`config.mk`:
```
export PLATFORM = sky130hd
export DESIGN_NAME = ipi_mailbox
export DESIGN_NICKNAME = d
export VERILOG_FILES = /design/src/rtl/ipi_pkg.sv /design/src/rtl/ipi_dispatch.sv /design/src/rtl/ipi_queue.sv /design/src/rtl/ipi_mailbox.sv
export SDC_FILE = /design/constraint.sdc
export NUM_CORES = 1
export LEC_CHECK = 0
export BUFFER_PORTS_ARGS = -buffer_cell sky130_fd_sc_hd__buf_4
export CORE_ASPECT_RATIO = 1.2
export CORE_MARGIN = 2
export CORE_UTILIZATION = 65
export CTS_CLUSTER_SIZE = 40
export DETAILED_ROUTE_END_ITERATION = 10
export PLACE_DENSITY = 0.82
export SLEW_MARGIN = 30
export SYNTH_ARGS = -nofsm -noshare
export SYNTH_HDL_FRONTEND = slang
export SYNTH_HIERARCHICAL = 1
export SYNTH_SLANG_ARGS = --single-unit
```
`constraint.sdc`:
```
create_clock -name clk -period 9.2 [get_ports clk]
set_input_delay 1.84 -clock clk [delete_from_list [all_inputs] [get_ports clk]]
set_output_delay 1.84 -clock clk [all_outputs]
set_load 0.02 [all_outputs]
```
`src/rtl/ipi_pkg.sv`:
```
package ipi_pkg;
  localparam int WORD_W = 32;
  localparam int NUM_W  = 16;
  localparam int IDX_W  = 16;

  typedef enum logic [1:0] {
    OP_SEND_ONE = 2'd0,
    OP_SEND_BUT = 2'd1,
    OP_MAILBOX  = 2'd2,
    OP_UNUSED   = 2'd3
  } ipi_op_e;
endpackage

```
`src/rtl/ipi_dispatch.sv`:
```
module ipi_dispatch
  import ipi_pkg::*;
#(
  parameter int NCPU = 4
) (
  input  logic              clk,
  input  logic              rst,
  input  logic              req_valid,
  input  logic              req_write,
  input  logic [1:0]        req_op,
  input  logic [WORD_W-1:0] req_wdata,
  output logic [NCPU-1:0]   stg_mask,
  output logic [NUM_W-1:0]  stg_num
);
  logic             is_one, is_but;
  logic [IDX_W-1:0] tgt;
  logic [NCPU-1:0]  mask_nxt;

  assign is_one = req_valid && req_write && (req_op == OP_SEND_ONE);
  assign is_but = req_valid && req_write && (req_op == OP_SEND_BUT);
  assign tgt    = req_wdata[IDX_W-1:0];

  for (genvar i = 0; i < NCPU; i++) begin : g_dec
    logic hit;
    assign hit         = (tgt == IDX_W'(i));
    assign mask_nxt[i] = (is_one && hit) || (is_but && !hit);
  end

  always_ff @(posedge clk) begin
    if (rst) begin
      stg_mask <= '0;
      stg_num  <= '0;
    end else begin
      stg_mask <= mask_nxt;
      stg_num  <= req_wdata[WORD_W-1:IDX_W];
    end
  end


  one_target_chk: assert property (@(posedge clk) disable iff (rst)
    (req_valid && req_write && req_op == OP_SEND_ONE) |=> $onehot0(stg_mask));


  unused_op_chk: assert property (@(posedge clk) disable iff (rst)
    (req_valid && req_op == OP_UNUSED) |=> (stg_mask == '0));
endmodule

```
`src/rtl/ipi_queue.sv`:
```
module ipi_queue
  import ipi_pkg::*;
#(
  parameter int DEPTH = 4
) (
  input  logic             clk,
  input  logic             rst,
  input  logic             push,
  input  logic [NUM_W-1:0] din,
  input  logic             pop,
  input  logic             flush,
  output logic [NUM_W-1:0] head,
  output logic             empty,
  output logic             ovf
);
  localparam int PTR_W = (DEPTH > 1) ? $clog2(DEPTH) : 1;
  localparam int CNT_W = $clog2(DEPTH + 1);

  logic [NUM_W-1:0] mem [DEPTH];
  logic [PTR_W-1:0] wp, rp;
  logic [CNT_W-1:0] cnt;
  logic             full, do_push, do_pop;

  function automatic logic [PTR_W-1:0] bump(input logic [PTR_W-1:0] p);
    return (p == PTR_W'(DEPTH - 1)) ? '0 : p + 1'b1;
  endfunction

  assign full    = (cnt == CNT_W'(DEPTH));
  assign empty   = (cnt == '0);
  assign do_pop  = pop && !empty && !flush;
  assign do_push = push && (flush || !full || do_pop);
  assign head    = mem[rp];

  always_ff @(posedge clk) begin
    if (do_push) mem[wp] <= din;
  end

  always_ff @(posedge clk) begin
    if (rst) begin
      wp  <= '0;
      rp  <= '0;
      cnt <= '0;
      ovf <= 1'b0;
    end else begin
      if (push && !do_push) ovf <= 1'b1;
      if (flush) begin
        rp  <= wp;
        cnt <= CNT_W'(do_push);
        if (do_push) wp <= bump(wp);
      end else begin
        if (do_push) wp <= bump(wp);
        if (do_pop)  rp <= bump(rp);
        cnt <= cnt + CNT_W'(do_push) - CNT_W'(do_pop);
      end
    end
  end


  count_bound_chk: assert property (@(posedge clk) disable iff (rst)
    cnt <= CNT_W'(DEPTH));


  ovf_sticky_chk: assert property (@(posedge clk) disable iff (rst)
    ovf |=> ovf);


  flush_empty_chk: assert property (@(posedge clk) disable iff (rst)
    (flush && !push) |=> empty);


  push_pop_hold_chk: assert property (@(posedge clk) disable iff (rst)
    (push && pop && !flush && !empty) |=> $stable(cnt));
endmodule

```
`src/rtl/ipi_mailbox.sv`:
```
module ipi_mailbox
  import ipi_pkg::*;
#(
  parameter int NCPU  = 4,
  parameter int DEPTH = 4,
  parameter int ID_W  = 2
) (
  input  logic              clk,
  input  logic              rst,
  input  logic              req_valid,
  input  logic              req_write,
  input  logic [1:0]        req_op,
  input  logic [ID_W-1:0]   req_cpu,
  input  logic [WORD_W-1:0] req_wdata,
  output logic              rd_valid,
  output logic [WORD_W-1:0] rd_data,
  output logic [NCPU-1:0]   irq,
  output logic [NCPU-1:0]   ovf
);
  logic [NCPU-1:0]  stg_mask;
  logic [NUM_W-1:0] stg_num;
  logic [NUM_W-1:0] heads [NCPU];
  logic [NCPU-1:0]  empty;
  logic             mb_rd, mb_wr;
  logic [NUM_W-1:0] sel_head;

  assign mb_rd = req_valid && !req_write && (req_op == OP_MAILBOX);
  assign mb_wr = req_valid &&  req_write && (req_op == OP_MAILBOX);

  ipi_dispatch #(.NCPU(NCPU)) u_disp (
    .clk       (clk),
    .rst       (rst),
    .req_valid (req_valid),
    .req_write (req_write),
    .req_op    (req_op),
    .req_wdata (req_wdata),
    .stg_mask  (stg_mask),
    .stg_num   (stg_num)
  );

  for (genvar i = 0; i < NCPU; i++) begin : g_q
    logic me;
    assign me = (req_cpu == ID_W'(i));
    ipi_queue #(.DEPTH(DEPTH)) u_q (
      .clk   (clk),
      .rst   (rst),
      .push  (stg_mask[i]),
      .din   (stg_num),
      .pop   (mb_rd && me),
      .flush (mb_wr && me),
      .head  (heads[i]),
      .empty (empty[i]),
      .ovf   (ovf[i])
    );
    assign irq[i] = !empty[i];
  end

  always_comb begin
    sel_head = '0;
    for (int i = 0; i < NCPU; i++)
      if (req_cpu == ID_W'(i) && !empty[i]) sel_head = heads[i];
  end

  always_ff @(posedge clk) begin
    if (rst) begin
      rd_valid <= 1'b0;
      rd_data  <= '0;
    end else begin
      rd_valid <= mb_rd;
      if (mb_rd) rd_data <= {{(WORD_W-NUM_W){1'b0}}, sel_head};
    end
  end


  rd_valid_src_chk: assert property (@(posedge clk) disable iff (rst)
    rd_valid |-> $past(mb_rd));


  irq_wake_chk: assert property (@(posedge clk) disable iff (rst)
    (stg_mask != '0) |=> ((irq & $past(stg_mask)) == $past(stg_mask)));
endmodule

```
==> results of run 1 <==
## sequential cells by signal (all words and copies together), names as in the netlist, named ones only
signal,count
g_q.u_q/ovf,4
u_disp/stg_mask,4
g_q.u_q/rp,8
rd_data,16
u_disp/stg_num,16
g_q.u_q/wp,8
rd_valid,1
g_q.u_q/mem,256
g_q.u_q/cnt,12
## layer usage
layer	vias to the layer above	track usage, %	part of all wire, %
met1	3674	35.3	37
met5	-	0	0
li1	3161	-	-
met2	332	47.6	53
met4	0	8.85	3.2
met3	78	3.32	7.3
## power groups by stage
stage	sequential, W	combinational (W)	clock [W]
after global placement	0.00169	0.0000837	0
after global routing	0.00166	0.0000957	0.00129
final	0.00166	0.0000894	0.00123
after detailed placement	0.00169	0.0000875	0
after CTS	0.00166	0.0000887	0.00124
after floorplan	0.00167	0.0000662	0
## cells by family after synthesis
group,Yosys count,share of synthesized area [%]
muxes,80,11.7
buffers and inverters,107,4.40
and+or+nand+nor,155,7.68
DFF,333,67.1
other,1,0.0273
xor gates and xnor gates,8,0.510
AOI/OAI and AO/OA,72,5.37
adders and majority gates,32,3.13
## area by class of cell
| type | instances | area, um^2 |
|---|---|---|
| Clock buffer | 45 | 898 |
| Clock inverter | 11 | 82.6 |
| Fill cell | 1186 | 5620 |
| Inverter | 46 | 173 |
| Multi-Input combinational cell | 363 | 3980 |
| Sequential cell | 333 | 9230 |
| Tap cell | 270 | 338 |
| Timing Repair Buffer | 68 | 510 |
## stage by stage
step	utilization, %	std cells	area, um^2	hold slack, ns
global placement	68.3	1080	14200	0.458
detailed placement	68.3	1080	14200	0.465
global route	73.0	1136	15200	0.505
floorplan	-	803	13800	0.480
CTS	73.0	1136	15200	0.481
finish	73.0	1136	15200	0.478
## worst max-delay path by stage
stage / startpoint / end / slack (ns) / cells after the start
final: req_cpu[0] / g_q[1].u_q/cnt[2] / 4.50 / 13
after global routing: req_cpu[0] / g_q[1].u_q/cnt[2] / 4.17 / 13
after CTS: req_cpu[0] / g_q[3].u_q/cnt[2] / 4.55 / 13
after detailed placement: req_cpu[0] / g_q[3].u_q/cnt[2] / 3.99 / 13
after global placement: req_cpu[0] / g_q[3].u_q/cnt[2] / 4.31 / 13
after floorplan: req_cpu[0] / g_q[2].u_q/cnt[2] / 4.89 / 16
## synthesized netlist by cell type (3+ instances only)
cell | number | share of area, %
a2111oi_2 | 4 | 0.44
a21oi_1 | 4 | 0.15
a311o_1 | 16 | 1.2
a32o_1 | 16 | 1.2
and2_1 | 20 | 0.91
buf_1 | 3 | 0.082
buf_2 | 13 | 0.47
buf_4 | 17 | 0.93
buf_6 | 16 | 1.3
clkbuf_1 | 10 | 0.27
dfxtp_1 | 77 | 11
edfxtp_1 | 256 | 56
fa_1 | 4 | 0.58
ha_1 | 28 | 2.5
inv_1 | 45 | 1.2
mux2i_1 | 12 | 0.87
mux4_2 | 64 | 10
nand2b_1 | 11 | 0.50
nand3b_1 | 16 | 0.87
nand4_1 | 4 | 0.18
nor2_1 | 22 | 0.60
nor2_2 | 5 | 0.23
nor2b_1 | 17 | 0.77
nor3_1 | 22 | 0.80
nor3b_1 | 22 | 1.2
nor4_4 | 5 | 0.77
o311ai_0 | 14 | 0.89
o31a_1 | 4 | 0.25
xnor2_1 | 8 | 0.51
## critical path, delay by kind of cell
family	cells	cell delay [ns]
simple gates	4	0.97
fa+ha+maj	3	0.84
buf+inv	3	0.64
compound gates	1	0.37
xor+xnor	2	0.37
==> run summary, run 1 <==
The worst setup path is captured at a flip-flop. The average instance area after synthesis is 17.4 um^2, and the relative contribution of combinational cells to total power is 3.0%. The setup slack after layout is 4.50 ns, and the number of standard-cell rows in the floorplan is 58. The top cell types in the final layout, fill and taps aside, are 256 x edfxtp_1, 73 x dfxtp_1, 68 x buf_4. The logs give 0.000607 W for the switching power and 0.00297 W for the post-layout total power. At the end of the flow, the number of nets in the layout was 914. After clock tree synthesis, the repair step resized 0 gates. The number of enable flip-flop cells after synthesis is 256, and the total number of vias is 7245. Measured against its own limit, the worst slew margin works out to 36.0%. Relative to the synthesized area, the layout overhead comes to 10.7%. The tools report the pre-CTS setup slack as 3.99 ns.

The endpoint identified for the worst register-to-register timing path is g_q[3].u_q/cnt[2]. After clock tree synthesis, the clock-pin slew on the worst setup and hold paths is 0.06 ns. The highest-delay cell along the critical path is nor2_1. The initial detailed-routing violation count came out at 916.

The worst setup path is launched from an input port. The floorplan step defined a die boundary enclosing 0.0223 mm^2. The logs give 66.0% for the effective utilization at floorplan and 3 for the buffer depth of the longest clock path. The data arrival time at the worst-slack endpoint came out at 5.09 ns.

For the worst setup path, the data required time is 9.60 ns. In this run, CTS created clock tree buffers numbering 30. Walking the worst path, the cells encountered are buf_4 > nand2b_1 > nor2_1 > nor4_4 > a21boi_2 > inv_1 > ha_1 > inv_1 > ha_1 > fa_1 > xnor2_1 > xnor2_1 > nor3_1. The floorplan step defined a core boundary enclosing 0.0208 mm^2.

The launch instance of the worst min-delay path was g_q[0].u_q/ovf. The total count of hold-check failures in the final report is 0, and the instance count along the most critical hold path is 2. Cells with a size suffix above 1 make up 24.6% of the layout. For this design the ratio of total power to cell area is 196 mW/mm^2.

The critical path is of the in -> reg type. The first global-routing pass estimated 44100 um of wire. The power share of the clock group is 41.2%, and the depth of the CTS H-tree is 1. The run gives 81 as the number of top-level design ports. The routed wire length per instance was 25.7 um.

The logs give 0 for the post-detailed-route count of antenna-violating nets and 55.8% for the sequential share of power. Cell internal power was estimated by the tool at 0.00237 W. Adding up every negative setup slack in the final design gives 0 ns. For this design, the CTS-stage hold fixing added 0 buffers.

After detailed routing, the number of vias per cell comes to 6.38. The number of max-slew violations in the final report was 0. The die is 163 um tall. The share of flip-flops with an asynchronous set or reset works out to 0%. TritonCTS built the clock tree.

For the final global-route overflow total, the log shows 0. For the worst-skew pair, the clock arrives at the later sink with an insertion delay of 0.56 ns. The die is 137 um wide. Setup repair after global routing left no endpoint under its margin.

The switching part of the total power was 20.4%; the count of antenna diodes in the layout was 0. The number of input and output port buffers inserted was 64. The run gives 0.0116 ns as the clock skew. Summed over all cells, the static leakage comes to 5.13 nW. The cell count after synthesis came out at 788. Global placer's final weighted congestion: 0.831. Initial antenna violation count: 0.

The post-route minimum period was 4.70 ns; the global routing usage summed across all routing layers was 27.1%. The run gives 6.65 ns as the register-to-register setup slack. The startpoint of the worst register-to-register path was g_q[3].u_q/cnt[1].

Before antenna repair, the detailed router went through 5 iterations. Once the clock tree was built, the setup fixing pass inserted 0 buffers. The final HPWL from detailed placement was 18200 um.

The number of synthesized register bits was 333; the number of distinct library cell variants in the gate-level netlist after synthesis was 49. The number of global-route vias before repair was 7482. The number of warnings reported in the yosys synthesis log was 6. For this run, design rule violations remaining after detail routing come to 0. For this run, the register share of the synthesized area comes to 67.1%.

The tools report the root buffer cell as clkbuf_16. In this run the worst hold path is classified as reg -> reg. End of the worst hold path: g_q[0].u_q/ovf.

The number of max-capacitance violations reported was 0. The flow ran to the end, and the final reports show no timing, DRC or antenna violations. The final critical path takes up 51.0% of the cycle. After synthesis the cells add up to 0.0137 mm^2. Leading cell type in the layout, fill and taps excluded: edfxtp_1.

On the worst path, the slowest cell contributes a delay of 0.68 ns. Slew at the pin with the worst max-slew slack: 0.960 ns. The logs give 0.161 mV for the worst ir drop on vdd and 0 for the final setup violation count. The main flop type after synthesis is edfxtp_1. For this run, the top clock speed supported by timing is 213 MHz.

The largest net degree at the start of global routing is 70, and the clock sink total is 333. The cell count of the worst reg-to-reg path works out to 10. Of all nets on the critical path, the largest fanout is 69. Summed over all layers, the routed wires come to 29200 um.
Note: power is estimated with default switching activity, not from simulation.
==> run 2, diff against run 1 <==
Settings changed: CORE_UTILIZATION 65 to 61, PLACE_DENSITY 0.82 to 0.78.
Clock period 9.2 ns to 4.8 ns, I/O delays scaled along.
==> run 2 against run 1 <==
Compared with the run above: critical path depth is 1 higher; clock skew is 0.0067 ns higher; first-iteration DRC count is 23% lower; die area is 6.4% higher; via count is 0.98% higher; clock power is 100% higher; count of clock-buffer cells in the layout is 2 lower; critical path type unchanged; largest power group unchanged; highest routed layer unchanged.
==> run summary, run 2 (synthesis results as in run 1) <==
The run finished with clean final reports. The depth of the CTS H-tree is 1. Setup violations remaining at the end of the flow were counted as 0.

The top cell types in the final layout, fill and taps aside, are 256 x edfxtp_1, 77 x buf_4, 75 x dfxtp_1. Clock-pin slew was measured on the worst setup and hold paths at 0.06 ns. The tools report the endpoint kind of the worst setup timing path as a flip-flop. TritonCTS built the clock tree. The data required time of the critical path is 5.21 ns. Ranked by flip-flop count, first place goes to g_q.u_q/mem.

The number of CTS-inserted buffers is 31, and the accumulated negative setup slack is 0 ns. Cells with a size suffix above 1 make up 26.7% of the layout. The tools report the element type at the critical path start as an input port. Clock skew on the completed layout was measured at 0.0183 ns.

The area of the die is 0.0238 mm^2. At the worst endpoint, the arrival time is 3.65 ns. The largest fanout on the critical path works out to 37. The wire-length estimate of the detail-placed layout is 17800 um.

Number of global-route vias before repair: 7767. For this block, the via count after detailed routing is 7316. For the sum of routed wire length over all layers, the log shows 29100 um.

The tools report the post-CTS resize count as 0. In the final routed layout, each cell accounts on average for 25.2 um. The register with the most flip-flops in the layout has 256 of them.

The area growth from synthesis to layout is 12.0%. The number of input and output port buffers inserted was 64; the largest net degree at the start of global routing was 65. The first detailed-routing pass took 5 iterations. The tools report the worst hold margin as 0.485 ns. The worst hold path belongs to the class reg -> reg.

The worst ir drop on vdd is 0.287 mV, and the core region area is 0.0223 mm^2. Dividing the final minimum period by the clock period gives 67.5%. The buffers inserted during post-CTS setup optimization was 0. The height of the die was 168 um; the post-route minimum period was 3.24 ns.

Timing would allow up to 309 MHz. In this run the count of I/O pins placed on the die edge is 81. The tree built by TritonCTS fans out to 333 sinks. The logs give 0 for the post-cts hold buffer count and 0 for the DRC violation count after routing. Headroom to the max-slew limit came out at 32.8%. In the routed layout, each cell is associated on average with a via count of 6.33. For the total count of hold-check failures in the final report, the log shows 0. The number of max-slew violations in the final report is 0, and the count of antenna diodes in the layout is 0.

The post-detailed-route count of antenna-violating nets is 0. Initial antenna violation count: 0. From left edge to right edge, the die measures 141 um. Setup repair after global routing left no endpoint under its margin. For this run the aggregate overflow at the end of global routing stands at 0.

The congestion estimate from routability-driven global placement came to 0.762. Clock latency on the worst-skew pair, taken at its later pin, is 0.55 ns. The critical path is of the in -> reg type. The clock passes through at most 3 buffers. The analysis attributes to cell leakage a power of 5.22 nW. In this run the power density over the cells is 378 mW/mm^2.

Across the run, the number of max-cap violations was 0. The tools report the initial detailed-routing violation count as 704. For the pin with the worst max-slew slack, the measured transition is 1.01 ns. In the final layout, the registers with the most flip-flops are g_q.u_q/mem: 256 flops, rd_data: 16 flops, u_disp/stg_num: 16 flops. The tree is rooted in a clkbuf_16. The library cell used most frequently in the layout, excluding fill and tap cells, is edfxtp_1. Row generation in the floorplan step produced 60 rows. Global routing used 25.0% of the available tracks. Measured on the finished design, the core utilization comes to 69.0%.

Register-to-register setup slack: 2.29 ns. The final layout contains 925 nets. The first global-routing pass estimated 44200 um of wire. For this configuration, the core starts out at a cell density of 61.6%.
run 2: cell count changes in the layout (fill, tap and decap cells not counted), moves of 2 or more:
cell,before,now
clkinv_2,5,3
clkbuf_8,7,5
bufinv_16,1,4
and2_1,20,8
and2_2,0,12
dfxtp_2,4,2
clkinv_4,0,2
dfxtp_1,73,75
buf_4,68,77
run 2: area by class of cell:
type,instances,area (um^2)
sequential,333,9230
fill,1444,6900
multi-input combinational,363,3990
clock buffer,43,871
timing repair buffer,78,593
tap,279,349
clock inverter,14,183
inverter,46,173
run 2: routing by layer:
| metal | share of wire, % | track usage [%] | vias up |
|---|---|---|---|
| met5 | 0 | 0 | - |
| met4 | 2.8 | 8.30 | 0 |
| met3 | 7.4 | 3.90 | 63 |
| met2 | 52 | 43.6 | 340 |
| met1 | 38 | 32.5 | 3725 |
| li1 | - | - | 3188 |
run 2: stage by stage:
stage | std cells | worst slack, ns | power, W | cell area [um^2]
final | 1156 | 1.56 | 0.00582 | 15400
after global routing | 1156 | 1.32 | 0.00598 | 15400
after floorplan | 803 | 1.37 | 0.00333 | 13800
after detailed placement | 1098 | 1.01 | 0.00340 | 14300
after CTS | 1155 | 1.56 | 0.00585 | 15400
after global placement | 1098 | 1.19 | 0.00339 | 14300
run 2: worst max-delay path, cell delays in order:
cell      delay (ns)
buf_4           0.38
nand2_1         0.14
nor2_1          0.11
buf_4           0.19
nor4_4          0.06
a21boi_2        0.31
inv_1           0.09
ha_1            0.29
inv_1           0.04
ha_1            0.19
fa_1            0.42
xnor2_1         0.22
xnor2_1         0.15
nor3_1          0.07
run 2: path summary, 6_finish.rpt:
path                          start                end  depth (start not counted)
setup / recovery         req_cpu[1]  g_q[3].u_q/cnt[2]                         14
hold / removal          rd_data[12]        rd_data[12]                          1
setup reg to reg  g_q[3].u_q/cnt[1]  g_q[3].u_q/cnt[2]                         10
hold reg to reg         rd_data[12]        rd_data[12]                          1
run 2: where the power goes:
| group | switching (W) | internal (W) | leakage (nW) |
|---|---|---|---|
| clock | 0.000998 | 0.00148 | 0.514 |
| combinational | 0.000102 | 0.0000764 | 1.74 |
| sequential | 0.0000462 | 0.00312 | 2.97 |
| total | 0.00115 | 0.00468 | 5.22 |
==> run 3, diff against run 2 <==
Clock period 4.8 ns to 3 ns, I/O delays scaled along.
==> run 3 against run 2 <==
Compared with the run above: count of clock-buffer cells in the layout is 1 higher; total power is 57% higher; first-iteration DRC count is 15% lower; routed wire length is 0.18% lower; flip-flop and latch count stayed put; register-to-register slack worse by 1.7 ns; die area stayed put.
==> run summary, run 3 (synthesis results as in run 1) <==
The run finished with clean final reports. Number of global-route vias before repair: 7893. The run gives 81 as the number of top-level design ports. The layout has 1422 filler cells. The run gives 1132 as the cell count after placement.

The total number of vias was 7461; the core region area was 0.0223 mm^2. The logs give 29000 um for the sum of routed wire length over all layers and 0 for the number of max-slew violations in the final report. The worst ir drop on vdd was 0.495 mV; the post-layout net count was 957. The largest registers in the layout are g_q.u_q/mem: 256 flops, rd_data: 16 flops, u_disp/stg_num: 16 flops. The top cell types in the final layout, fill and taps aside, are 256 x edfxtp_1, 111 x buf_4, 77 x dfxtp_1.

The tools report the final global-route overflow total as 0. Summed over all nets, the half-perimeter wirelength after detailed placement is 18300 um. The first TritonRoute pass finished after 4 iterations. For this configuration, the core starts out at a cell density of 61.6%. Of all nets on the critical path, the largest fanout is 4. The routed wire length per instance is 24.4 um. TritonCTS built the clock tree.

Initial antenna violation count: 0. The run gives 0 as the number of max-capacitance violations reported. The total count of hold-check failures in the final report is 0, and the clock edge transition at the registers on the reported setup and hold paths is 0.06 ns.

The pre-CTS setup slack was -0.128 ns; the height of the die was 168 um. The area growth from synthesis to layout is 13.2%. The count of buffers added on input and output ports is 64. For the data arrival time at the worst-slack endpoint, the log shows 3.07 ns. The min-delay analysis places its worst path in the category in -> reg. Counting instances, the worst hold path has a depth of 2. The floorplan has 60 rows. For the global-route wire length before repair, the log shows 44900 um. Clock skew on the completed layout was measured at 0.00787 ns. The type of the setup path with the least slack was in -> reg. The congestion estimate from routability-driven global placement came to 0.828. STA classifies the critical path endpoint as a flip-flop.

Headroom to the max-slew limit came out at 51.9%. The DRC violation count after routing was 0. The launch instance of the worst min-delay path is req_wdata[19].

The post-CTS resize count was 0. For hold timing, the worst endpoint is u_disp/stg_num[3]. The logs give 333 for the clock sink total and 3 for the buffer depth of the longest clock path. In the final layout, the share of cells above drive strength 1 is 27.8%.

Power per unit of standard cell area: 588 mW/mm^2. Startpoint of the worst register-to-register path: g_q[1].u_q/cnt[2]. At the later pin of the worst-skew pair, clock insertion delay measures 0.55 ns. At the worst endpoint, the required time is 3.44 ns.

The average via count per standard cell was 6.28; the register-to-register setup slack was 0.56 ns. Counting cells, the worst reg-to-reg path comes to 9. The final setup violation count came out at 0. Ranked by flip-flop count, first place goes to g_q.u_q/mem.

Timing would allow up to 380 MHz. After the first detailed-routing iteration, the DRC count stood at 598. The final critical path takes up 87.8% of the cycle. The tools report the element type at the critical path start as an input port. For the pin with the worst max-slew slack, the measured transition is 0.721 ns.

Once detail routing completed, the nets flagged for antenna violations numbered 0. The post-route minimum period came out at 2.63 ns. Setup repair after global routing left no endpoint under its margin. The die width came out at 141 um. Flip-flop count of the largest register after layout: 256.

The analysis attributes to cell leakage a power of 5.37 nW. Setup slack closes at 0.367 ns. The leading cell type in the layout, fill and taps excluded was edfxtp_1. Entering global routing, the biggest net connects 65 pins. The tools report the root buffer cell as clkbuf_16.

Global routing used 25.2% of the available tracks across all layers. The depth of the CTS H-tree was 1; the area of the die was 0.0238 mm^2. Excluding fillers, the count of instances in the completed layout stands at 1188. 0 antenna diodes ended up in the layout. The run gives 0 as the post-cts hold buffer count. The number of setup buffers added after CTS is 0. The number of CTS-inserted buffers is 30.

In this run the critical register-to-register path is captured at g_q[1].u_q/cnt[2].
-- run 3: cell type report --
cell class / instances / area [um^2] / area share [%]
clock inverters: 12 / 134 / 0.861
inverters: 46 / 173 / 1.11
flip-flops and latches: 333 / 9230 / 59.3
repair buffers: 111 / 833 / 5.36
clock buffers: 44 / 845 / 5.43
well taps: 279 / 349 / 2.24
multi-input cells: 363 / 3990 / 25.7
-- run 3: worst max-delay path by stage --
stage,slack (ns),endpoint,from
after floorplan,-0.005,g_q[2].u_q/cnt[2],req_cpu[0]
after global placement,-0.008,g_q[0].u_q/cnt[2],req_op[0]
after detailed placement,-0.13,g_q[0].u_q/cnt[2],req_op[0]
after CTS,0.43,g_q[0].u_q/cnt[2],req_op[0]
final,0.37,g_q[1].u_q/cnt[2],req_op[0]
after global routing,0.23,g_q[1].u_q/cnt[2],req_op[0]
-- run 3: metrics by stage --
stage               total power (W)  cell area [um^2]  TNS [ns]  hold WS, ns  utilization [%]
floorplan                   0.00533             13800  -0.00466        0.480                -
global placement            0.00543             14600  -0.00822        0.452             65.4
detailed placement          0.00545             14600    -0.311        0.461             65.4
CTS                         0.00919             15600         0        0.242             69.8
global route                0.00939             15600         0        0.254             69.8
finish                      0.00915             15600         0        0.258             69.8
-- run 3: critical path, stage by stage --
cell and delay (ns):
buf_4 0.12, nand4b_1 0.22, buf_4 0.17, nor2_1 0.23, nor4_4 0.07, a21boi_2 0.17, inv_1 0.06, ha_1 0.27
inv_1 0.05, ha_1 0.19, fa_1 0.40, xnor2_1 0.20, xnor2_1 0.09, nor3_1 0.23
-- run 3: where the power goes --
group,total (W),internal [W],switching (W)
Clock,0.00379,0.00220,0.00159
Combinational,0.000299,0.000129,0.000170
Sequential,0.00506,0.00499,0.0000677
-- run 3: per-layer routing --
metal	part of all wire (%)	vias up	track usage, %
met5	0	-	0
met3	8.2	65	4.81
li1	-	3246	-
met2	50	340	42.4
met1	39	3810	33.5
met4	3.0	0	8.57
